## config.mk

```make
export PLATFORM = sky130hd
export DESIGN_NAME = irq_level_resolver
export DESIGN_NICKNAME = d
export VERILOG_FILES = /design/src/rtl/irqlvl_pkg.sv /design/src/rtl/irq_pend_merge.sv /design/src/rtl/irq_level_pick.sv /design/src/rtl/irq_nest_guard.sv /design/src/rtl/irq_level_resolver.sv
export SDC_FILE = /design/constraint.sdc
export NUM_CORES = 1
export LEC_CHECK = 0
export BUFFER_PORTS_ARGS = -buffer_cell sky130_fd_sc_hd__buf_2
export CAP_MARGIN = 20
export CORE_MARGIN = 1.5
export CORE_UTILIZATION = 35
export DETAILED_ROUTE_END_ITERATION = 8
export GPL_ROUTABILITY_DRIVEN = 0
export HOLD_SLACK_MARGIN = 0.06
export SKIP_LAST_GASP = 1
export SLEW_MARGIN = 40
export SYNTH_ARGS = -nofsm -noshare
export SYNTH_HDL_FRONTEND = slang
export SYNTH_HIERARCHICAL = 1
export SYNTH_SLANG_ARGS = --single-unit
```

## constraint.sdc

```tcl
create_clock -name clk -period 5.7 [get_ports clk]
set_input_delay 1.71 -clock clk [delete_from_list [all_inputs] [get_ports clk]]
set_output_delay 1.71 -clock clk [all_outputs]
set_load 0.1 [all_outputs]
```

## src/rtl/irqlvl_pkg.sv

```systemverilog
package irqlvl_pkg;
    localparam int LVL_N      = 16;
    localparam int SOFT_W     = 17;
    localparam int PIL_W      = 4;
    localparam int TT_W       = 9;
    localparam int TL_W       = 3;
    localparam int TICK_BIT   = 0;
    localparam int SYS_BIT    = 16;
    localparam int TIMER_LVL  = 14;
    localparam logic [TT_W-1:0] EXT_BASE  = 9'h040;
    localparam logic [TT_W-1:0] TT_GROUP  = 9'h1F0;

    typedef struct packed {
        logic            req;
        logic [TT_W-1:0] tt;
    } irq_state_t;

    typedef enum logic [1:0] {
        ACT_HOLD  = 2'd0,
        ACT_RAISE = 2'd1,
        ACT_DROP  = 2'd2
    } irq_act_e;

    function automatic logic [TT_W-1:0] make_tt(input logic [PIL_W-1:0] lvl);
        return EXT_BASE | TT_W'(lvl);
    endfunction
endpackage

```

## src/rtl/irq_pend_merge.sv

```systemverilog
module irq_pend_merge #(
    parameter int LVL_N     = 16,
    parameter int SOFT_W    = 17,
    parameter int TICK_BIT  = 0,
    parameter int SYS_BIT   = 16,
    parameter int TIMER_LVL = 14
) (
    input  logic [LVL_N-1:1]  ext_lvl,
    input  logic [SOFT_W-1:0] soft_reg,
    output logic [LVL_N-1:0]  pend
);
    logic timer_hit;
    assign timer_hit = soft_reg[TICK_BIT] | soft_reg[SYS_BIT];

    assign pend[0] = 1'b0;
    for (genvar i = 1; i < LVL_N; i++) begin : g_lvl
        if (i == TIMER_LVL) begin : g_timer
            assign pend[i] = ext_lvl[i] | soft_reg[i] | timer_hit;
        end else begin : g_plain
            assign pend[i] = ext_lvl[i] | soft_reg[i];
        end
    end
endmodule

```

## src/rtl/irq_level_pick.sv

```systemverilog
module irq_level_pick #(
    parameter int LVL_N = 16,
    parameter int PIL_W = 4
) (
    input  logic [LVL_N-1:0] pend,
    input  logic [PIL_W-1:0] cur_pil,
    output logic             below,
    output logic [PIL_W-1:0] win_lvl
);
    localparam int THR_W = LVL_N + 1;
    logic [THR_W-1:0] thr;

    assign thr   = ({{(THR_W-1){1'b0}}, 1'b1} << cur_pil) << 1;
    assign below = {1'b0, pend} < thr;

    always_comb begin
        win_lvl = '0;
        for (int i = 1; i < LVL_N; i++) begin
            if (pend[i] && (PIL_W'(i) > cur_pil)) begin
                win_lvl = PIL_W'(i);
            end
        end
    end
endmodule

```

## src/rtl/irq_nest_guard.sv

```systemverilog
module irq_nest_guard
    import irqlvl_pkg::*;
#(
    parameter int TL_W = 3
) (
    input  logic [TL_W-1:0] trap_lvl,
    input  logic [TT_W-1:0] trap_type,
    input  logic [TT_W-1:0] cand_tt,
    output logic            hold_off
);
    logic in_level_range;
    assign in_level_range = (trap_type & TT_GROUP) == EXT_BASE;
    assign hold_off = (trap_lvl != '0) && in_level_range && (trap_type > cand_tt);
endmodule

```

## src/rtl/irq_level_resolver.sv

```systemverilog
module irq_level_resolver
    import irqlvl_pkg::*;
(
    input  logic              clk,
    input  logic              rst,
    input  logic [LVL_N-1:1]  ext_lvl,
    input  logic [SOFT_W-1:0] soft_reg,
    input  logic [PIL_W-1:0]  cur_pil,
    input  logic              int_en,
    input  logic [TL_W-1:0]   trap_lvl,
    input  logic [TT_W-1:0]   trap_type,
    input  logic              vec_busy,
    output logic              irq_req,
    output logic [TT_W-1:0]   trap_idx
);
    logic [LVL_N-1:0] pend;
    logic             below;
    logic [PIL_W-1:0] win_lvl;
    logic [TT_W-1:0]  cand_tt;
    logic             hold_off;
    irq_state_t       st_q, st_d;
    irq_act_e         act;

    irq_pend_merge #(
        .LVL_N(LVL_N), .SOFT_W(SOFT_W), .TICK_BIT(TICK_BIT),
        .SYS_BIT(SYS_BIT), .TIMER_LVL(TIMER_LVL)
    ) u_merge (
        .ext_lvl(ext_lvl), .soft_reg(soft_reg), .pend(pend)
    );

    irq_level_pick #(.LVL_N(LVL_N), .PIL_W(PIL_W)) u_pick (
        .pend(pend), .cur_pil(cur_pil), .below(below), .win_lvl(win_lvl)
    );

    assign cand_tt = make_tt(win_lvl);

    irq_nest_guard #(.TL_W(TL_W)) u_guard (
        .trap_lvl(trap_lvl), .trap_type(trap_type),
        .cand_tt(cand_tt), .hold_off(hold_off)
    );

    always_comb begin
        act = ACT_HOLD;
        if (vec_busy) begin
            act = ACT_HOLD;
        end else if (below || !int_en) begin
            act = st_q.req ? ACT_DROP : ACT_HOLD;
        end else if (hold_off) begin
            act = ACT_HOLD;
        end else if (cand_tt != st_q.tt) begin
            act = ACT_RAISE;
        end
    end

    always_comb begin
        st_d = st_q;
        case (act)
            ACT_RAISE: begin st_d.req = 1'b1; st_d.tt = cand_tt; end
            ACT_DROP:  begin st_d.req = 1'b0; st_d.tt = '0; end
            default:   st_d = st_q;
        endcase
    end

    always_ff @(posedge clk) begin
        if (rst) st_q <= '0;
        else     st_q <= st_d;
    end

    assign irq_req  = st_q.req;
    assign trap_idx = st_q.tt;
endmodule

```

==> summary.md <==
| Metric | Value |
|---|---|
| Final setup vio count | 0 |
| Switch share | 0.466 |
| DRT iter0 DRCs | 45 |
| Setup TNS | 0 ps |
| GRT Total Usage | 0.171 |
| CTS tree | built |
| Cell count of the worst reg-to-reg path | 7 |
| Reg area | 100 sq um |
| H-tree depth | 1 |
| Synth Warn # | 6 |
| Antenna violations before repair | 0 |
| Total gr overflow | 0 |
| Drt drc | 0 |
| TritonCTS buffer count | 3 |
| DR vias/cell | 4.95 |
| Worst setup SP type | input port |
| Crit end category | flip-flop |
| Max_cap viols | 0 |
| Peak Freq | around 0.21 GHz |
| Flop2flop setup slack | slightly above 4000 ps |
| Post-route non-filler standard cell count | approximately 310 |
| First-pass DRT Iterations | 6 |
| WP data required | 5870 ps |
| Fill count | 405 |
| Final wirelength | 3.46 mm |
| Clk slew on worst S/H paths | approximately 40 ps |
| CP endpoint | trap_idx[2]$_SDFFE_PP0P_ |
| Longest Clk Path Bufs | 2 |
| Min-Delay Path Class | flip-flop to flip-flop |
| Area added between synthesis and finish | 23.3% |
| Largest register FFs | 5 |
| Int Pwr | approximately 130 uW |
| Sink Count | 5 |
| CP Launch Point | soft_reg[14] |
| Min Tclk post-route | 4820 ps |
| Reg2reg end | trap_idx[2]$_SDFFE_PP0P_ |
| Pleak | 0.000841 uW |
| Input/output buffers | 57 |
| RSZ-0062 raised after global routing | false |
| Worst-skew pair later-pin latency | 230 ps |
| Max-slew violations | 0 |
| Worst Path Buf+Inv | 2 |
| Initial Util | 0.377 |
| Slowest CP cell | or4_1 |
| Skew final | 1.76 ps |
| WP depth | 17 |
| Final Hold Viols | 0 |
| DIE AREA | about 0.0045 sq mm |
| Largest net degree at the start of global routing | 18 |
| Post-DP HPWL | roughly 2.9 mm |
| Critical path's largest stage delay | 590 ps |
| Core ar. | 0.00377 sq mm |
| Multi-input gate area | 0.00121 sq mm |
| Peak VDD IR | 98.3 uV |
| Fin crit share | 0.846 |
| P_sw | 117 uW |
| Post-Syn Area | between 0.001 and 0.0015 sq mm |
| WS Path Type | input port to flip-flop |
| Top cell by count, worst path | nor2_1 |
| Crit-path cells | buf_2 > or4_1 > nor2_1 > o21ai_2 > or4_1 > inv_1 > ha_1 > nand4_1 > o221ai_1 > a21oi_1 > nor2_1 > nor2_1 > o211ai_1 > ha_1 > nor3b_1 > a21oi_1 > nor2_1 |
| Critical path data arrival time | approximately 5000 ps |
| RR Startpoint | trap_idx[1]$_SDFFE_PP0P_ |
| Power share of the sequential group | 0.168 |
| Cell count after placement | 310 |
| # hold bufs at CTS | 0 |
| Top-Level Pins | 62 |
| Via count | between 1,500 and 2,000 |
| Status | complete, no violations |
| Syn_area_per_cell | 6.81 sq um |
| Rows | 22 |
| Antenna cells | 0 |
| Die Wd | about 67 microns |
| Design Area, Final | 0.00175 sq mm |
| Post-CTS setup buffer count | 0 |
| Combinational share of power | 0.560 |
| P per Cell Area | 144 mW/mm^2 |
| Crit-path leading delay family | simple AND/OR/NAND/NOR gates |
| Crit-path max FO | 10 |
| Post-placement cell area | roughly 0.0017 sq mm |
| Vias in the first global route | 1,459 |
| DR WL/cell | approximately 11 microns |
| First-pass GRT wire length | 6.03 mm |
| Clock root buffer | clkbuf_8 |
| Share of layout cells above drive strength 1 | 0.305 |
| Post-route antenna net violation count | 0 |
| Post-CTS Resized | 0 |
| Fin nets | 344 |
| Die H | 66.8 microns |
| Cells after Synth | about 210 |
| Clk pwr share | 0.272 |
[stage by stage]
stage	power [uW]	worst slack, ps	util	hold WS, ps
after CTS	253	851	0.465	537
final	252	879	0.465	529
after floorplan	155	895	-	980
after detailed placement	184	614	0.453	529
after global placement	183	687	0.453	525
after global routing	271	541	0.465	566
[final cells by class]
type	count	share of cell area
timing repair buffer	57	0.163
clock buffer	4	0.0257
tap	48	0.0342
sequential	5	0.0571
inverter	14	0.0300
multi-input combinational	186	0.690
[routing by layer]
layer | global-route usage | part of all wire
met1 | 0.229 | 0.50
met2 | 0.288 | 0.44
met3 | 0.0169 | 0.053
met4 | 0.0536 | 0.0098
met5 | 0 | 0
[how the worst min path moves through the flow]
stage,end,slack [ps],cells after the start,startpoint
2_1_floorplan,trap_idx[3]$_SDFFE_PP0P_,980,2,trap_idx[3]$_SDFFE_PP0P_
3_3_place_gp,trap_idx[0]$_SDFFE_PP0P_,530,2,trap_idx[0]$_SDFFE_PP0P_
3_5_place_dp,trap_idx[0]$_SDFFE_PP0P_,530,2,trap_idx[0]$_SDFFE_PP0P_
4_1_cts,trap_idx[0]$_SDFFE_PP0P_,540,2,trap_idx[0]$_SDFFE_PP0P_
5_1_grt,trap_idx[0]$_SDFFE_PP0P_,570,2,trap_idx[0]$_SDFFE_PP0P_
6_report,trap_idx[0]$_SDFFE_PP0P_,530,2,trap_idx[0]$_SDFFE_PP0P_
[power by group through the flow]
stage	logic [uW]	registers, uW	clock network (uW)
2_1_floorplan	86.6	67.9	0
3_3_place_gp	140	42.9	0
3_5_place_dp	141	42.9	0
4_1_cts	141	42.4	68.9
5_1_grt	158	42.8	70.5
6_report	141	42.3	68.4
[worst min-delay path, stage by stage, from the launching register on]
cell and delay (ps):
dfxtp_1 350, a21oi_1 80, nor2_1 70
[placed cells by master (no fill, tap or decap), types with 5 or more instances in the layout]
master,count
a21oi_1,21
inv_1,14
dfxtp_1,5
ha_1,25
or2_2,14
nor2_1,25
nand3_1,6
conb_1,9
nor2b_1,7
nand2_1,19
o21ai_0,5
buf_2,57
Note: power is estimated with default switching activity, not from simulation.
